$ cat src/rtl/bfp_pkg.sv
package bfp_pkg;
  typedef enum logic [1:0] {
    S_IDLE  = 2'd0,
    S_SETUP = 2'd1,
    S_FILL  = 2'd2,
    S_PROG  = 2'd3
  } bfp_state_e;

  localparam int SR_READY = 7;
  localparam int SR_SEQ   = 5;
  localparam int SR_PROG  = 4;
  localparam int SR_OVF   = 3;
  localparam int SR_PROT  = 1;
endpackage

$ cat src/rtl/bfp_wbuf.sv
module bfp_wbuf #(
  parameter int DW    = 16,
  parameter int DEPTH = 32,
  localparam int IW   = $clog2(DEPTH)
) (
  input  logic          clk,
  input  logic          we,
  input  logic [IW-1:0] waddr,
  input  logic [DW-1:0] wdata,
  input  logic [IW-1:0] raddr,
  output logic [DW-1:0] rdata
);
  logic [DW-1:0] mem [DEPTH];

  for (genvar i = 0; i < DEPTH; i++) begin : g_word
    always_ff @(posedge clk) begin
      if (we && waddr == IW'(i)) mem[i] <= wdata;
    end
  end

  assign rdata = mem[raddr];
endmodule

$ cat src/rtl/bfp_status.sv
module bfp_status (
  input  logic clk,
  input  logic rst_n,
  input  logic set_seq,
  input  logic set_prog,
  input  logic set_ovf,
  input  logic set_prot,
  input  logic clr,
  output logic sr_seq,
  output logic sr_prog,
  output logic sr_ovf,
  output logic sr_prot
);
  always_ff @(posedge clk or negedge rst_n) begin
    if (!rst_n) begin
      sr_seq  <= 1'b0;
      sr_prog <= 1'b0;
      sr_ovf  <= 1'b0;
      sr_prot <= 1'b0;
    end else if (clr) begin
      sr_seq  <= 1'b0;
      sr_prog <= 1'b0;
      sr_ovf  <= 1'b0;
      sr_prot <= 1'b0;
    end else begin
      if (set_seq)  sr_seq  <= 1'b1;
      if (set_prog) sr_prog <= 1'b1;
      if (set_ovf)  sr_ovf  <= 1'b1;
      if (set_prot) sr_prot <= 1'b1;
    end
  end
endmodule

$ cat src/rtl/bfp_ctrl.sv
module bfp_ctrl #(
  parameter int AW        = 16,
  parameter int DW        = 16,
  parameter int BUF_WORDS = 32,
  parameter int BLK_AW    = 10,
  parameter logic [15:0] SETUP_OP   = 16'h0080,
  parameter logic [15:0] CONFIRM_OP = 16'h00D0,
  parameter logic [15:0] CLR_OP     = 16'h0050,
  parameter logic [15:0] RDSR_OP    = 16'h0070,
  parameter logic [15:0] RDARR_OP   = 16'h00FF,
  localparam int IW   = $clog2(BUF_WORDS),
  localparam int LW   = IW + 1,
  localparam int BW   = AW - BLK_AW,
  localparam int NBLK = 1 << BW,
  localparam int OW   = AW - IW
) (
  input  logic            clk,
  input  logic            rst_n,
  input  logic [AW-1:0]   bus_addr,
  input  logic [DW-1:0]   bus_wdata,
  input  logic            bus_we,
  input  logic            bus_re,
  output logic [DW-1:0]   bus_rdata,
  input  logic [DW-1:0]   arr_rdata,
  input  logic [NBLK-1:0] blk_prot,
  output logic            arr_start,
  output logic [AW-1:0]   arr_base,
  output logic [LW-1:0]   arr_len,
  input  logic [IW-1:0]   arr_idx,
  output logic [DW-1:0]   arr_word,
  input  logic            arr_done
);
  import bfp_pkg::*;

  function automatic logic [BW-1:0] blk_of(input logic [AW-1:0] a);
    return a[AW-1:BLK_AW];
  endfunction

  function automatic logic on_boundary(input logic [AW-1:0] a);
    return a[IW-1:0] == '0;
  endfunction

  function automatic logic [AW-1:0] load_base(input logic [AW-1:0] b, input logic [OW-1:0] n);
    return b + (AW'(n) << IW);
  endfunction

  bfp_state_e     st;
  logic [AW-1:0]  base_q;
  logic [BW-1:0]  blk_q;
  logic [IW-1:0]  cnt_q;
  logic [OW-1:0]  loads_q;
  logic           exiting_q;
  logic           show_sr_q;

  // named internal events
  logic wr_idle, wr_setup, wr_fill, wr_prog;
  logic confirm_hit, ev_bad_seq, ev_prot_abort, ev_misalign, ev_open;
  logic ev_leave, ev_addr_err, ev_store, ev_full, ev_clear;
  logic sr_seq, sr_prog, sr_ovf, sr_prot;
  logic [7:0] sr;

  assign wr_idle  = bus_we && st == S_IDLE;
  assign wr_setup = bus_we && st == S_SETUP;
  assign wr_fill  = bus_we && st == S_FILL;
  assign wr_prog  = bus_we && st == S_PROG;

  assign confirm_hit   = wr_setup && bus_wdata == DW'(CONFIRM_OP);
  assign ev_bad_seq    = wr_setup && !confirm_hit;
  assign ev_prot_abort = confirm_hit && blk_prot[blk_of(bus_addr)];
  assign ev_misalign   = confirm_hit && !ev_prot_abort && !on_boundary(bus_addr);
  assign ev_open       = confirm_hit && !ev_prot_abort && on_boundary(bus_addr);

  assign ev_leave    = wr_fill && blk_of(bus_addr) != blk_q;
  assign ev_addr_err = wr_fill && !ev_leave && bus_addr != base_q;
  assign ev_store    = wr_fill && bus_addr == base_q;
  assign ev_full     = ev_store && cnt_q == IW'(BUF_WORDS - 1);
  assign ev_clear    = wr_idle && bus_wdata == DW'(CLR_OP);

  always_ff @(posedge clk or negedge rst_n) begin
    if (!rst_n) begin
      st        <= S_IDLE;
      base_q    <= '0;
      blk_q     <= '0;
      cnt_q     <= '0;
      loads_q   <= '0;
      exiting_q <= 1'b0;
      show_sr_q <= 1'b0;
      arr_start <= 1'b0;
      arr_base  <= '0;
      arr_len   <= '0;
    end else begin
      arr_start <= 1'b0;
      unique case (st)
        S_IDLE: if (wr_idle) begin
          if (bus_wdata == DW'(SETUP_OP))      st <= S_SETUP;
          else if (bus_wdata == DW'(RDSR_OP))  show_sr_q <= 1'b1;
          else if (bus_wdata == DW'(RDARR_OP)) show_sr_q <= 1'b0;
        end
        S_SETUP: if (ev_open) begin
          st      <= S_FILL;
          base_q  <= bus_addr;
          blk_q   <= blk_of(bus_addr);
          cnt_q   <= '0;
          loads_q <= '0;
        end else if (ev_prot_abort || ev_misalign) begin
          st        <= S_IDLE;
          show_sr_q <= 1'b1;
        end else if (ev_bad_seq) begin
          st        <= S_IDLE;
          show_sr_q <= 1'b0;
        end
        S_FILL: if (ev_full) begin
          st        <= S_PROG;
          arr_start <= 1'b1;
          arr_len   <= LW'(BUF_WORDS);
          arr_base  <= load_base(base_q, loads_q);
          exiting_q <= 1'b0;
          cnt_q     <= '0;
        end else if (ev_store) begin
          cnt_q <= cnt_q + 1'b1;
        end else if (ev_leave) begin
          if (cnt_q != '0) begin
            st        <= S_PROG;
            arr_start <= 1'b1;
            arr_len   <= LW'(cnt_q);
            arr_base  <= load_base(base_q, loads_q);
            exiting_q <= 1'b1;
            cnt_q     <= '0;
          end else begin
            st        <= S_IDLE;
            show_sr_q <= 1'b0;
          end
        end else if (ev_addr_err) begin
          st        <= S_IDLE;
          show_sr_q <= 1'b1;
        end
        S_PROG: if (arr_done) begin
          if (exiting_q) begin
            st        <= S_IDLE;
            show_sr_q <= 1'b0;
          end else begin
            st      <= S_FILL;
            loads_q <= loads_q + 1'b1;
          end
        end
        default: st <= S_IDLE;
      endcase
    end
  end

  bfp_wbuf #(.DW(DW), .DEPTH(BUF_WORDS)) u_wbuf (
    .clk   (clk),
    .we    (ev_store),
    .waddr (cnt_q),
    .wdata (bus_wdata),
    .raddr (arr_idx),
    .rdata (arr_word)
  );

  bfp_status u_status (
    .clk      (clk),
    .rst_n    (rst_n),
    .set_seq  (ev_bad_seq),
    .set_prog (ev_prot_abort || ev_misalign || ev_addr_err),
    .set_ovf  (wr_prog),
    .set_prot (ev_prot_abort),
    .clr      (ev_clear),
    .sr_seq   (sr_seq),
    .sr_prog  (sr_prog),
    .sr_ovf   (sr_ovf),
    .sr_prot  (sr_prot)
  );

  always_comb begin
    sr = '0;
    sr[SR_READY] = st != S_PROG;
    sr[SR_SEQ]   = sr_seq;
    sr[SR_PROG]  = sr_prog;
    sr[SR_OVF]   = sr_ovf;
    sr[SR_PROT]  = sr_prot;
  end

  assign bus_rdata = !bus_re ? '0 :
                     (st != S_IDLE || show_sr_q) ? {{(DW-8){1'b0}}, sr} : arr_rdata;

  // assertions
  assert_bad_confirm_R2: assert property (@(posedge clk) disable iff (!rst_n)
    ev_bad_seq |=> (sr_seq && (!bus_re || bus_rdata == arr_rdata)));

  assert_protect_abort_R5: assert property (@(posedge clk) disable iff (!rst_n)
    ev_prot_abort |=> (sr_prog && sr_prot && !arr_start));

  assert_misalign_err_R4: assert property (@(posedge clk) disable iff (!rst_n)
    ev_misalign |=> (sr_prog && !arr_start));

  assert_full_request_R6: assert property (@(posedge clk) disable iff (!rst_n)
    ev_full |=> (arr_start && arr_len == LW'(BUF_WORDS)));

  assert_busy_not_ready_R6: assert property (@(posedge clk) disable iff (!rst_n)
    arr_start |-> (!bus_re || !bus_rdata[SR_READY]));

  assert_no_overflow_R8: assert property (@(posedge clk) disable iff (!rst_n)
    wr_prog |=> sr_ovf);

  assert_clear_status_R10: assert property (@(posedge clk) disable iff (!rst_n)
    ev_clear |=> (!sr_prog && !sr_seq && !sr_ovf && !sr_prot));

  assert_addr_change_R12: assert property (@(posedge clk) disable iff (!rst_n)
    ev_addr_err |=> (sr_prog && !arr_start));
endmodule

$ cat config.mk
export PLATFORM = sky130hd
export DESIGN_NAME = bfp_ctrl
export DESIGN_NICKNAME = d
export VERILOG_FILES = /design/src/rtl/bfp_pkg.sv /design/src/rtl/bfp_wbuf.sv /design/src/rtl/bfp_status.sv /design/src/rtl/bfp_ctrl.sv
export SDC_FILE = /design/constraint.sdc
export NUM_CORES = 1
export LEC_CHECK = 0
export ABC_AREA = 1
export CORE_MARGIN = 10
export CORE_UTILIZATION = 59
export CTS_CLUSTER_DIAMETER = 150
export DETAILED_ROUTE_END_ITERATION = 16
export PLACE_DENSITY_LB_ADDON = 0.1
export REMOVE_ABC_BUFFERS = 1
export SYNTH_ARGS = -nofsm -noshare
export SYNTH_HDL_FRONTEND = slang
export SYNTH_SLANG_ARGS = --single-unit
$ cat constraint.sdc
create_clock -name clk -period 3.4 [get_ports clk]
set_input_delay 0.68 -clock clk [delete_from_list [all_inputs] [get_ports clk]]
set_output_delay 0.68 -clock clk [all_outputs]
set_load 0.05 [all_outputs]
==> results.rst <==
.. list-table::
   :header-rows: 1

   * - Metric
     - Value
   * - Drt drc
     - 0
   * - Yosys synthesis warning count
     - 0
   * - CTS clock-pin slew for the worst setup and hold paths
     - 0.06 ns
   * - Vias per Instance
     - 6.10
   * - Sort of element at the start of the critical path
     - primary input
   * - Final count of hold timing violations
     - 0
   * - Diode count
     - 0
   * - Most prevalent standard cell on the critical path
     - sky130_fd_sc_hd__buf_4
   * - Critical Setup Path Class
     - in2out
   * - Number of I/O pins
     - between 150 and 200
   * - Die footprint
     - 50600 um^2
   * - Share of final-layout standard cells stronger than drive strength 1
     - ~14%
   * - Pwr Total
     - 15.6 mW
   * - Min-Delay Startpoint
     - exiting_q
   * - Placer congestion estimate
     - roughly 0.88
   * - Largest voltage drop on the vdd net
     - between 0.4 and 0.5 mV
   * - TritonCTS clock tree
     - yes
   * - Area growth, synth to finish
     - 21.8%
   * - Number of max-capacitance violations reported
     - 0
   * - Overall die height
     - 225 um
   * - Final count of negative-setup-slack endpoints
     - 0
   * - Buffers inserted during post-CTS setup optimization
     - 0
   * - Data arrival at the endpoint of the critical path
     - 2.72 ns
   * - Core area
     - 41800 um^2
   * - Post-synth top flop
     - sky130_fd_sc_hd__edfxtp_1
   * - Largest net degree at the start of global routing
     - 67
   * - Launch point of the worst reg-to-reg path
     - loads_q[0]
   * - Number of buffers created by CTS
     - 56
   * - Setup repair after global routing missed its margin
     - true
   * - Count of distinct cell types in the synthesized netlist
     - 49
   * - Proportion of register bits with asynchronous set or reset after synthesis
     - 11.0%
   * - DR WL/cell
     - 23.5 um
   * - Final design utilization
     - roughly 72%
   * - DR iter-0 viols
     - 2056
   * - Number of buffers added on ports
     - 176
   * - Global-route wire length before repair
     - about 100 mm
   * - Width of the die
     - 225 um
   * - Number of fillers in the final layout
     - 2795
   * - Clock root buffer master
     - sky130_fd_sc_hd__clkbuf_16
   * - Count of flip-flops with a built-in enable after synthesis
     - about 510
   * - Effective utilization at floorplan
     - 59.4%
   * - Number of antenna violations at the first check in global routing
     - 0
   * - Worst setup startpoint
     - arr_idx[0]
   * - Number of pins exceeding their max-slew limit in the final report
     - 0
   * - Endpoint kind of the worst setup timing path
     - primary output
   * - Power Dens Cells
     - 517 nW/um^2
   * - Post-synth design cell area
     - 24800 um^2
   * - Setup clock skew after layout
     - 0.0255 ns
   * - Fraction of the yosys area taken by sequential cells
     - 68.4%
   * - Final critical path time including I/O delays and setup
     - 3.40 ns
   * - Run status
     - finished, final reports clean
   * - Path type of the worst min-delay path
     - reg2reg
   * - Number of rows in the core area
     - 75
   * - Vias
     - 18035
   * - Minimum hold slack
     - 0.474 ns
   * - Cell family with most CP delay
     - compound AO/OA/AOI/OAI gates
   * - ANT nets after route
     - 0
   * - Post-Route WL
     - 69.4 mm
   * - Vias in the first global route
     - between 15000 and 20000
   * - Crit Path Max Fanout
     - 50
   * - Largest stage delay, worst path
     - 0.25 ns
   * - Maximum frequency from static timing analysis
     - 295 MHz
   * - Overflow left after global routing
     - 0
   * - Slew margin rel.
     - 41.7%
   * - First drt pass iteration count
     - 6
   * - Clock Latency Late Sink
     - 0.62 ns
   * - Total buffers and inverters traversed by the critical path
     - 6
   * - Data required time of the worst path
     - 2.72 ns
   * - Deepest level of the CTS H-tree
     - 2
   * - Number of instances in the synthesized netlist
     - ~2100
   * - Actual slew at the worst max-slew pin
     - 0.865 ns
   * - Combined global-route utilization of all metal layers
     - 27.1%
   * - Sink Count
     - 575
   * - Avg Synthesized Cell Area
     - around 12 um^2
   * - Cell type of the slowest stage on the worst timing path
     - sky130_fd_sc_hd__buf_16
   * - Total number of nets in the final design
     - 2519
   * - Period utilisation layout
     - between 90 and 100%
   * - Sum of net half-perimeters after detailed placement
     - 45.4 mm
   * - Cells along the critical path
     - buf_6 -> inv_6 -> buf_16 -> o21ai_0 -> o22ai_1 -> o21ai_1 -> o21ai_2 -> buf_4 -> nor2_1 -> a31oi_1 -> buf_4 -> buf_12
   * - Flip-flop and latch count after synthesis
     - 575
   * - Maximum clock path buffer count
     - 3
   * - Static leakage power
     - 10.7 nW
-- repair_timing --
item | 4_1_cts | 5_1_grt
endpoints found under the setup margin | 2 | 3
hold buffers | 1 | 0
hold endpoints to repair | 14 | 0
resized for setup | 4 | 3
-- layer usage --
layer	share of wire [%]	track usage (%)	vias to the layer above
met2	49	45.2	874
met3	8.1	4.87	151
met4	5.1	14.0	0
met5	0	0	-
met1	37	33.4	8786
li1	-	-	8224
-- tightest hold or removal path, delay by kind of cell (launching register included) --
kind / cells / cell delay, ns
flip-flops: 1 / 0.34
AND/OR/NAND/NOR: 2 / 0.09
-- cell type report --
cell class / count / area [um^2] / share of cell area (%)
flip-flops and latches: 575 / 17000 / 56.1
multi-input cells: 1338 / 6970 / 23.1
repair buffers: 313 / 3410 / 11.3
clock buffers: 70 / 1520 / 5.02
well taps: 539 / 674 / 2.23
inverters: 90 / 360 / 1.19
clock inverters: 31 / 315 / 1.04
-- logic make-up (layout without fill, tap and decap cells) --
family	Yosys count	count (layout)	share of synthesized area, %
buffers and inverters	221	504	3.82
and+or+nand+nor	783	783	13.2
xor gates and xnor gates	26	26	0.918
adders and majority gates	23	23	1.19
DFF	575	575	68.4
AOI/OAI and AO/OA	506	506	12.5
-- stage by stage --
| stage | setup TNS (ns) | instances | worst slack (ns) | instance area (um^2) |
|---|---|---|---|---|
| floorplan | -44.53 | 2003 | -2.68 | 24200 |
| global placement | -0.260 | 2854 | -0.260 | 28300 |
| detailed placement | -0.272 | 2854 | -0.272 | 28300 |
| CTS | 0 | 2956 | 0.00774 | 30200 |
| global route | -0.0491 | 2956 | -0.0377 | 30200 |
| finish | 0 | 2956 | 0.00486 | 30200 |
-- power by group --
group | total, mW | internal, mW | leakage [nW] | switching [mW]
Combinational | 1.72 | 0.602 | 4.37 | 1.12
Sequential | 7.71 | 7.70 | 5.43 | 0.00919
Clock | 6.20 | 3.60 | 0.900 | 2.59
-- state kept, by name, indices dropped and copies added (netlist names) --
register and cells:
st 2, u_status.sr_prog 1, blk_q 1, u_status.sr_seq 1, u_status.sr_ovf 1, loads_q 11, u_status.sr_prot 1, arr_start 1
show_sr_q 1, arr_len 6, exiting_q 1, arr_base 16, base_q 15, cnt_q 5, u_wbuf.mem 512
-- layout by cell type, fill, tap and decap left out, types with 11 or more instances in the layout --
master / n
sky130_fd_sc_hd__clkinv_2: 11
sky130_fd_sc_hd__buf_4: 111
sky130_fd_sc_hd__a21oi_1: 16
sky130_fd_sc_hd__clkdlybuf4s50_1: 140
sky130_fd_sc_hd__o21ai_2: 19
sky130_fd_sc_hd__nor2_2: 14
sky130_fd_sc_hd__o21ai_0: 293
sky130_fd_sc_hd__nand3_1: 129
sky130_fd_sc_hd__clkbuf_16: 57
sky130_fd_sc_hd__dfrtp_1: 63
sky130_fd_sc_hd__inv_1: 80
sky130_fd_sc_hd__o22ai_1: 37
sky130_fd_sc_hd__o221ai_1: 91
sky130_fd_sc_hd__buf_12: 55
sky130_fd_sc_hd__nand2_2: 17
sky130_fd_sc_hd__xor2_1: 15
sky130_fd_sc_hd__edfxtp_1: 512
sky130_fd_sc_hd__xnor2_1: 11
sky130_fd_sc_hd__nand2_1: 216
sky130_fd_sc_hd__a31oi_1: 19
sky130_fd_sc_hd__nor2_1: 369
sky130_fd_sc_hd__a32oi_1: 12
sky130_fd_sc_hd__ha_1: 22
sky130_fd_sc_hd__nor3_1: 14
-- synth_stat cells (all sizes together), types with 9 or more instances --
cell,n,area share [%]
nand2,234,3.8
a21oi,17,0.36
o22ai,37,0.93
clkbuf,90,1.4
a32oi,12,0.42
buf,41,1.0
ha,22,1.1
edfxtp,512,62
nand4,9,0.23
nand3,130,2.7
xor2,15,0.53
o221ai,92,3.2
nor3,21,0.47
nor2,384,5.9
a31oi,20,0.57
xnor2,11,0.39
o21ai,322,6.8
inv,88,1.4
dfrtp,63,6.4
-- path summary, 6_finish.rpt --
path / endpoint / slack, ns / cells past startpoint
max in group asynchronous: base_q[8] / 1.91 / 3
min in group asynchronous: base_q[1] / 0.50 / 2
hold reg to reg: exiting_q / 0.47 / 2
hold / removal: exiting_q / 0.47 / 2
setup / recovery: arr_word[9] / 0.005 / 12
setup reg to reg: arr_base[13] / 0.95 / 12
Power figures use the tool's default switching activity.
